File: src/rtl/irq_agg_pkg.sv
package irq_agg_pkg;

    localparam int REG_ADDR_W   = 4;
    localparam int DEF_LINES    = 8;
    localparam int DEF_PER_LINE = 4;
    localparam int DEF_DATA_W   = 32;

    typedef enum logic [REG_ADDR_W-1:0] {
        RA_FLAGS     = 4'd0,
        RA_FLAG_SET  = 4'd1,
        RA_FLAG_CLR  = 4'd2,
        RA_FLAG_EN   = 4'd3,
        RA_PEND      = 4'd4,
        RA_PEND_SET  = 4'd5,
        RA_PEND_CLR  = 4'd6,
        RA_LINE_EN   = 4'd7,
        RA_LEN_SET   = 4'd8,
        RA_LEN_CLR   = 4'd9,
        RA_LEVEL     = 4'd10
    } reg_addr_e;

    typedef struct packed {
        logic flag_set;
        logic flag_clr;
        logic flag_en_wr;
        logic pend_set;
        logic pend_clr;
        logic len_set;
        logic len_clr;
    } wr_strobe_t;

    function automatic wr_strobe_t decode_write(input logic en, input logic [REG_ADDR_W-1:0] a);
        wr_strobe_t s;
        s            = '0;
        s.flag_set   = en && (a == RA_FLAG_SET);
        s.flag_clr   = en && (a == RA_FLAG_CLR);
        s.flag_en_wr = en && (a == RA_FLAG_EN);
        s.pend_set   = en && (a == RA_PEND_SET);
        s.pend_clr   = en && (a == RA_PEND_CLR);
        s.len_set    = en && (a == RA_LEN_SET);
        s.len_clr    = en && (a == RA_LEN_CLR);
        return s;
    endfunction

endpackage

File: src/rtl/irq_flag_bank.sv
module irq_flag_bank #(
    parameter int NUM_LINES      = 8,
    parameter int FLAGS_PER_LINE = 4,
    localparam int NF            = NUM_LINES * FLAGS_PER_LINE
) (
    input  logic                 clk,
    input  logic                 rst,
    input  logic [NF-1:0]        hw_evt,
    input  logic [NF-1:0]        set_mask,
    input  logic [NF-1:0]        clr_mask,
    input  logic                 en_wr,
    input  logic [NF-1:0]        en_data,
    output logic [NF-1:0]        flag_q,
    output logic [NF-1:0]        en_q,
    output logic [NUM_LINES-1:0] irq_line
);

    logic [NF-1:0] flag_d;

    // Hardware events and software sets dominate a same-cycle clear.
    always_comb flag_d = (flag_q & ~clr_mask) | set_mask | hw_evt;

    always_ff @(posedge clk) begin
        if (rst) begin
            flag_q <= '0;
            en_q   <= '0;
        end else begin
            flag_q <= flag_d;
            if (en_wr) en_q <= en_data;
        end
    end

    for (genvar l = 0; l < NUM_LINES; l++) begin : g_line
        assign irq_line[l] = |(flag_q[l*FLAGS_PER_LINE +: FLAGS_PER_LINE] &
                               en_q[l*FLAGS_PER_LINE +: FLAGS_PER_LINE]);
    end

endmodule

File: src/rtl/irq_pend_ctrl.sv
module irq_pend_ctrl #(
    parameter int NUM_LINES = 8
) (
    input  logic                 clk,
    input  logic                 rst,
    input  logic [NUM_LINES-1:0] irq_line,
    input  logic [NUM_LINES-1:0] pset,
    input  logic [NUM_LINES-1:0] pclr,
    input  logic [NUM_LINES-1:0] eset,
    input  logic [NUM_LINES-1:0] eclr,
    input  logic [NUM_LINES-1:0] ack,
    output logic [NUM_LINES-1:0] pend_q,
    output logic [NUM_LINES-1:0] len_q,
    output logic [NUM_LINES-1:0] core_req
);

    logic [NUM_LINES-1:0] pend_d;
    logic [NUM_LINES-1:0] len_d;

    always_comb begin
        pend_d = (pend_q & ~pclr & ~ack) | pset | irq_line;
        len_d  = (len_q & ~eclr) | eset;
    end

    always_ff @(posedge clk) begin
        if (rst) begin
            pend_q <= '0;
            len_q  <= '0;
        end else begin
            pend_q <= pend_d;
            len_q  <= len_d;
        end
    end

    assign core_req = pend_q & len_q;

endmodule

File: src/rtl/irq_reg_port.sv
module irq_reg_port
    import irq_agg_pkg::*;
#(
    parameter int NUM_LINES = 8,
    parameter int NF        = 32,
    parameter int DATA_W    = 32
) (
    input  logic                  wr_en,
    input  logic [REG_ADDR_W-1:0] wr_addr,
    input  logic [REG_ADDR_W-1:0] rd_addr,
    input  logic [NF-1:0]         flag_q,
    input  logic [NF-1:0]         en_q,
    input  logic [NUM_LINES-1:0]  pend_q,
    input  logic [NUM_LINES-1:0]  len_q,
    input  logic [NUM_LINES-1:0]  irq_line,
    output wr_strobe_t            stb,
    output logic [DATA_W-1:0]     rd_data
);

    always_comb stb = decode_write(wr_en, wr_addr);

    // Alias and unmapped addresses read as zero.
    always_comb begin
        rd_data = '0;
        case (rd_addr)
            RA_FLAGS:   rd_data[NF-1:0]        = flag_q;
            RA_FLAG_EN: rd_data[NF-1:0]        = en_q;
            RA_PEND:    rd_data[NUM_LINES-1:0] = pend_q;
            RA_LINE_EN: rd_data[NUM_LINES-1:0] = len_q;
            RA_LEVEL:   rd_data[NUM_LINES-1:0] = irq_line;
            default:    rd_data                = '0;
        endcase
    end

endmodule

File: src/rtl/irq_agg_top.sv
module irq_agg_top
    import irq_agg_pkg::*;
#(
    parameter int NUM_LINES      = DEF_LINES,
    parameter int FLAGS_PER_LINE = DEF_PER_LINE,
    parameter int DATA_W         = DEF_DATA_W,
    localparam int NF            = NUM_LINES * FLAGS_PER_LINE
) (
    input  logic                  clk,
    input  logic                  rst,
    input  logic [NF-1:0]         hw_evt,
    input  logic                  wr_en,
    input  logic [REG_ADDR_W-1:0] wr_addr,
    input  logic [DATA_W-1:0]     wr_data,
    input  logic [REG_ADDR_W-1:0] rd_addr,
    output logic [DATA_W-1:0]     rd_data,
    input  logic [NUM_LINES-1:0]  irq_ack,
    output logic [NUM_LINES-1:0]  core_req
);

    wr_strobe_t           stb;
    logic [NF-1:0]        flag_q;
    logic [NF-1:0]        en_q;
    logic [NUM_LINES-1:0] irq_line;
    logic [NUM_LINES-1:0] pend_q;
    logic [NUM_LINES-1:0] len_q;
    logic [NF-1:0]        fdata;
    logic [NUM_LINES-1:0] ldata;

    assign fdata = wr_data[NF-1:0];
    assign ldata = wr_data[NUM_LINES-1:0];

    irq_reg_port #(.NUM_LINES(NUM_LINES), .NF(NF), .DATA_W(DATA_W)) port_i (
        .wr_en    (wr_en),
        .wr_addr  (wr_addr),
        .rd_addr  (rd_addr),
        .flag_q   (flag_q),
        .en_q     (en_q),
        .pend_q   (pend_q),
        .len_q    (len_q),
        .irq_line (irq_line),
        .stb      (stb),
        .rd_data  (rd_data)
    );

    irq_flag_bank #(.NUM_LINES(NUM_LINES), .FLAGS_PER_LINE(FLAGS_PER_LINE)) bank_i (
        .clk      (clk),
        .rst      (rst),
        .hw_evt   (hw_evt),
        .set_mask (fdata & {NF{stb.flag_set}}),
        .clr_mask (fdata & {NF{stb.flag_clr}}),
        .en_wr    (stb.flag_en_wr),
        .en_data  (fdata),
        .flag_q   (flag_q),
        .en_q     (en_q),
        .irq_line (irq_line)
    );

    irq_pend_ctrl #(.NUM_LINES(NUM_LINES)) ctrl_i (
        .clk      (clk),
        .rst      (rst),
        .irq_line (irq_line),
        .pset     (ldata & {NUM_LINES{stb.pend_set}}),
        .pclr     (ldata & {NUM_LINES{stb.pend_clr}}),
        .eset     (ldata & {NUM_LINES{stb.len_set}}),
        .eclr     (ldata & {NUM_LINES{stb.len_clr}}),
        .ack      (irq_ack),
        .pend_q   (pend_q),
        .len_q    (len_q),
        .core_req (core_req)
    );

endmodule

File: config.mk
export PLATFORM = sky130hd
export DESIGN_NAME = irq_agg_top
export DESIGN_NICKNAME = d
export VERILOG_FILES = /design/src/rtl/irq_agg_pkg.sv /design/src/rtl/irq_flag_bank.sv /design/src/rtl/irq_pend_ctrl.sv /design/src/rtl/irq_reg_port.sv /design/src/rtl/irq_agg_top.sv
export SDC_FILE = /design/constraint.sdc
export NUM_CORES = 1
export LEC_CHECK = 0
export BUFFER_PORTS_ARGS = -buffer_cell sky130_fd_sc_hd__buf_4
export CORE_ASPECT_RATIO = 1.25
export CORE_MARGIN = 2
export CORE_UTILIZATION = 52
export DETAILED_ROUTE_END_ITERATION = 6
export PLACE_DENSITY = 0.84
export SETUP_SLACK_MARGIN = 0.3
export SYNTH_ARGS = -nofsm -noshare
export SYNTH_HDL_FRONTEND = slang
export SYNTH_SLANG_ARGS = --single-unit
File: constraint.sdc
create_clock -name clk -period 1.5 [get_ports clk]
set_clock_uncertainty 0.05 [all_clocks]
set_input_delay 0.15 -clock clk [delete_from_list [all_inputs] [get_ports clk]]
set_output_delay 0.15 -clock clk [all_outputs]
set_load 0.02 [all_outputs]
==> results.json <==
{
  "drive_above_1_share_pct": 43.4,
  "synth_common_cells": "a21oi_1, dfxtp_1, o21ai_0",
  "critical_path_class": "reg2out",
  "die_area_sq_mm": 0.00892,
  "yosys.area.top_type_share_pct": 37.7,
  "ant_nets": 0,
  "antennaDiodeCount": 0,
  "fp.dieW_um": 84.9,
  "setup_viol": 10,
  "avgSynthCellArea_sq_um": 8.26,
  "synth_compound_area_share_pct": 38.4,
  "post-place-ws_ns": -0.0598,
  "core-area_sq_mm": 0.00788,
  "grt_setup_unrepaired": "yes",
  "insertion_delay_ns": 0.37,
  "clk_pin_slew_ns": 0.10,
  "slew_headroom_pct": 63.4,
  "nets": 774,
  "end_kind": "primary output",
  "antenna_found_initial": 0,
  "netlist_area_sq_mm": 0.00425,
  "hold_path.class": "in2reg",
  "synthFlopType": "dfxtp_1",
  "clock_path_buffers": 2,
  "synth_edf_count": 0,
  "synth-seq-cells": 80,
  "critPathArrivalTime_ns": 1.71,
  "track_usage_pct": 39.4,
  "synth_area_leaders": "dfxtp_1, a21oi_1, a22o_1, o21ai_0, o31ai_1",
  "power.total_mw": 5.13,
  "synth.distinct_cells": 35,
  "placementRows": 36,
  "timing.hold.ws_ns": -0.0194,
  "grt-ovfl-total": 0,
  "synth_nets": 598,
  "synth_seq_area_share_pct": 37.7,
  "drt-pass1-iter-count": 7,
  "yosys_warnings": 0,
  "required_ns": 1.30,
  "synthArstFlopShare_pct": 0,
  "synth_top_family_by_area": "compound AO/OA/AOI/OAI gates",
  "syn_inst": 515,
  "tritoncts": "done",
  "fill_cells": 351,
  "slowest_stage": "dfxtp_2",
  "htreeDepth": 3,
  "cp_max_fo": 3,
  "initial_core_util_pct": 54.0,
  "power_leakage_nw": 2.84,
  "power_density_mw_per_mm2": 743,
  "die_h_um": 105,
  "violations": "design-rule violations, negative hold slack, negative setup slack",
  "fmax_mhz": 523,
  "ir_drop_mv": 0.573,
  "port_buffers": 122,
  "worst_slew_pin_slew_ns": 0.534,
  "fin_crit_sh_pct": 128,
  "area_delta_synth_final_pct": 62.3,
  "viasPerCell": 7.34,
  "synthMuxAreaShare_pct": 3.77,
  "drt_iter0_drc": 1104,
  "period_minus_slack_ns": 1.91,
  "wl_per_cell_um": 27.3,
  "finalWorstSetupSlack_ns": -0.413,
  "boundaryPins": 123,
  "grt_pass1_vias": 5230,
  "status": "finished with violations",
  "synth-xor-area-share_pct": 0,
  "slew_viol_final": 0,
  "clock-sinks": 80,
  "cp-start-kind": "flip-flop",
  "drc": 13,
  "place_hpwl_um": 9390,
  "yosys.area_share.simple_pct": 11.6,
  "crit_path_cell_trace": "a22o_1 -> o21ai_2 -> o221ai_4 -> buf_6",
  "finalWeightedCongestion": 0.867,
  "grt_pass1_wl_um": 27800,
  "clockRootBuffer": "clkbuf_8",
  "cap_viol_max_count": 0,
  "routed-via-count": 5804,
  "setup_tns_ns": -1.52,
  "hold_viol": 6,
  "yosysTopAreaCell": "dfxtp_1",
  "wl_um": 21600,
  "synth-adder-area-share_pct": 0,
  "crit_path_max_incr_delay_ns": 0.35,
  "grt_max_degree": 65,
  "cts_buffers": 9
}
worst max-delay path, delay by kind of cell, from the launching register on:
kind,cells,cell delay [ns]
flip-flops,1,0.35
buffers and inverters,1,0.18
AO/OA/AOI/OAI,3,0.81
registers in the layout, indices dropped and copies added (netlist names):
name	count
bank_i.flag_q	32
bank_i.en_q	32
ctrl_i.pend_q	8
ctrl_i.len_q	8
what timing repair did:
item | 4_1_cts | 5_1_grt
hold endpoints to repair | 28 | 0
setup buffers | 11 | 17
pin swaps | 26 | 40
cloned | 6 | 1
gates resized for setup | 90 | 63
setup endpoints to repair | 37 | 68
hold buffers | 28 | 0
per-stage QoR:
stage          cells  hold slack (ns)  instance area (sq um)  utilization [%]
2_1_floorplan    515            0.210                   4460                -
3_3_place_gp     712            0.338                   5550             70.4
3_5_place_dp     712            0.347                   5550             70.4
4_1_cts          773         0.000709                   6540             83.0
5_1_grt          791          -0.0220                   6900             87.6
6_report         791          -0.0194                   6900             87.6
cell usage in the layout (no fill, tap or decap), drive strengths merged, types with 2 or more instances in the layout:
cell type / count
a211oi: 8
a21oi: 80
a22o: 40
a311oi: 7
a31oi: 32
and2: 17
and4bb: 3
buf: 186
clkbuf: 10
clkinv: 2
clkinvlp: 2
dfxtp: 80
dlygate4sd3: 28
inv: 34
mux2i: 16
nand2: 10
nand3: 32
nor2b: 8
o21ai: 48
o221ai: 8
o31ai: 32
worst paths after layout:
path | start | to | slack [ns] | cells after the start
max | bank_i.en_q[27]$_SDFFE_PP0P_ | rd_data[6] | -0.41 | 4
min | hw_evt[26] | bank_i.flag_q[26]$_SDFF_PP0_ | -0.02 | 3
max reg2reg | bank_i.en_q[27]$_SDFFE_PP0P_ | ctrl_i.pend_q[6]$_SDFF_PP0_ | 0.25 | 4
min reg2reg | bank_i.flag_q[26]$_SDFF_PP0_ | bank_i.flag_q[26]$_SDFF_PP0_ | 0.44 | 2
routing by layer:
metal	vias to the layer above	track usage (%)	wire length, um
met5	-	0	0
met4	0	22.3	2040
met3	220	8.21	2870
met2	679	64.1	9740
met1	2605	47.7	6940
li1	2300	-	-
layout make-up:
class	count	area [sq um]	share of cell area (%)
multi-input cells	353	2650	38.4
flip-flops and latches	80	1660	24.1
well taps	95	119	1.72
clock buffers	9	124	1.79
inverters	32	120	1.74
clock inverters	7	80.1	1.16
repair buffers	215	2140	31.1
cells by family after synthesis:
family / count (synthesis)
buf+inv: 82
flops: 80
mux: 16
simple gates: 81
compound gates: 256
where the power goes:
group | internal [mW] | switching, mW | total [mW]
Sequential | 2.22 | 0.0855 | 2.30
Clock | 0.788 | 0.980 | 1.77
Combinational | 0.493 | 0.566 | 1.06
Note: power is estimated with default switching activity, not from simulation.
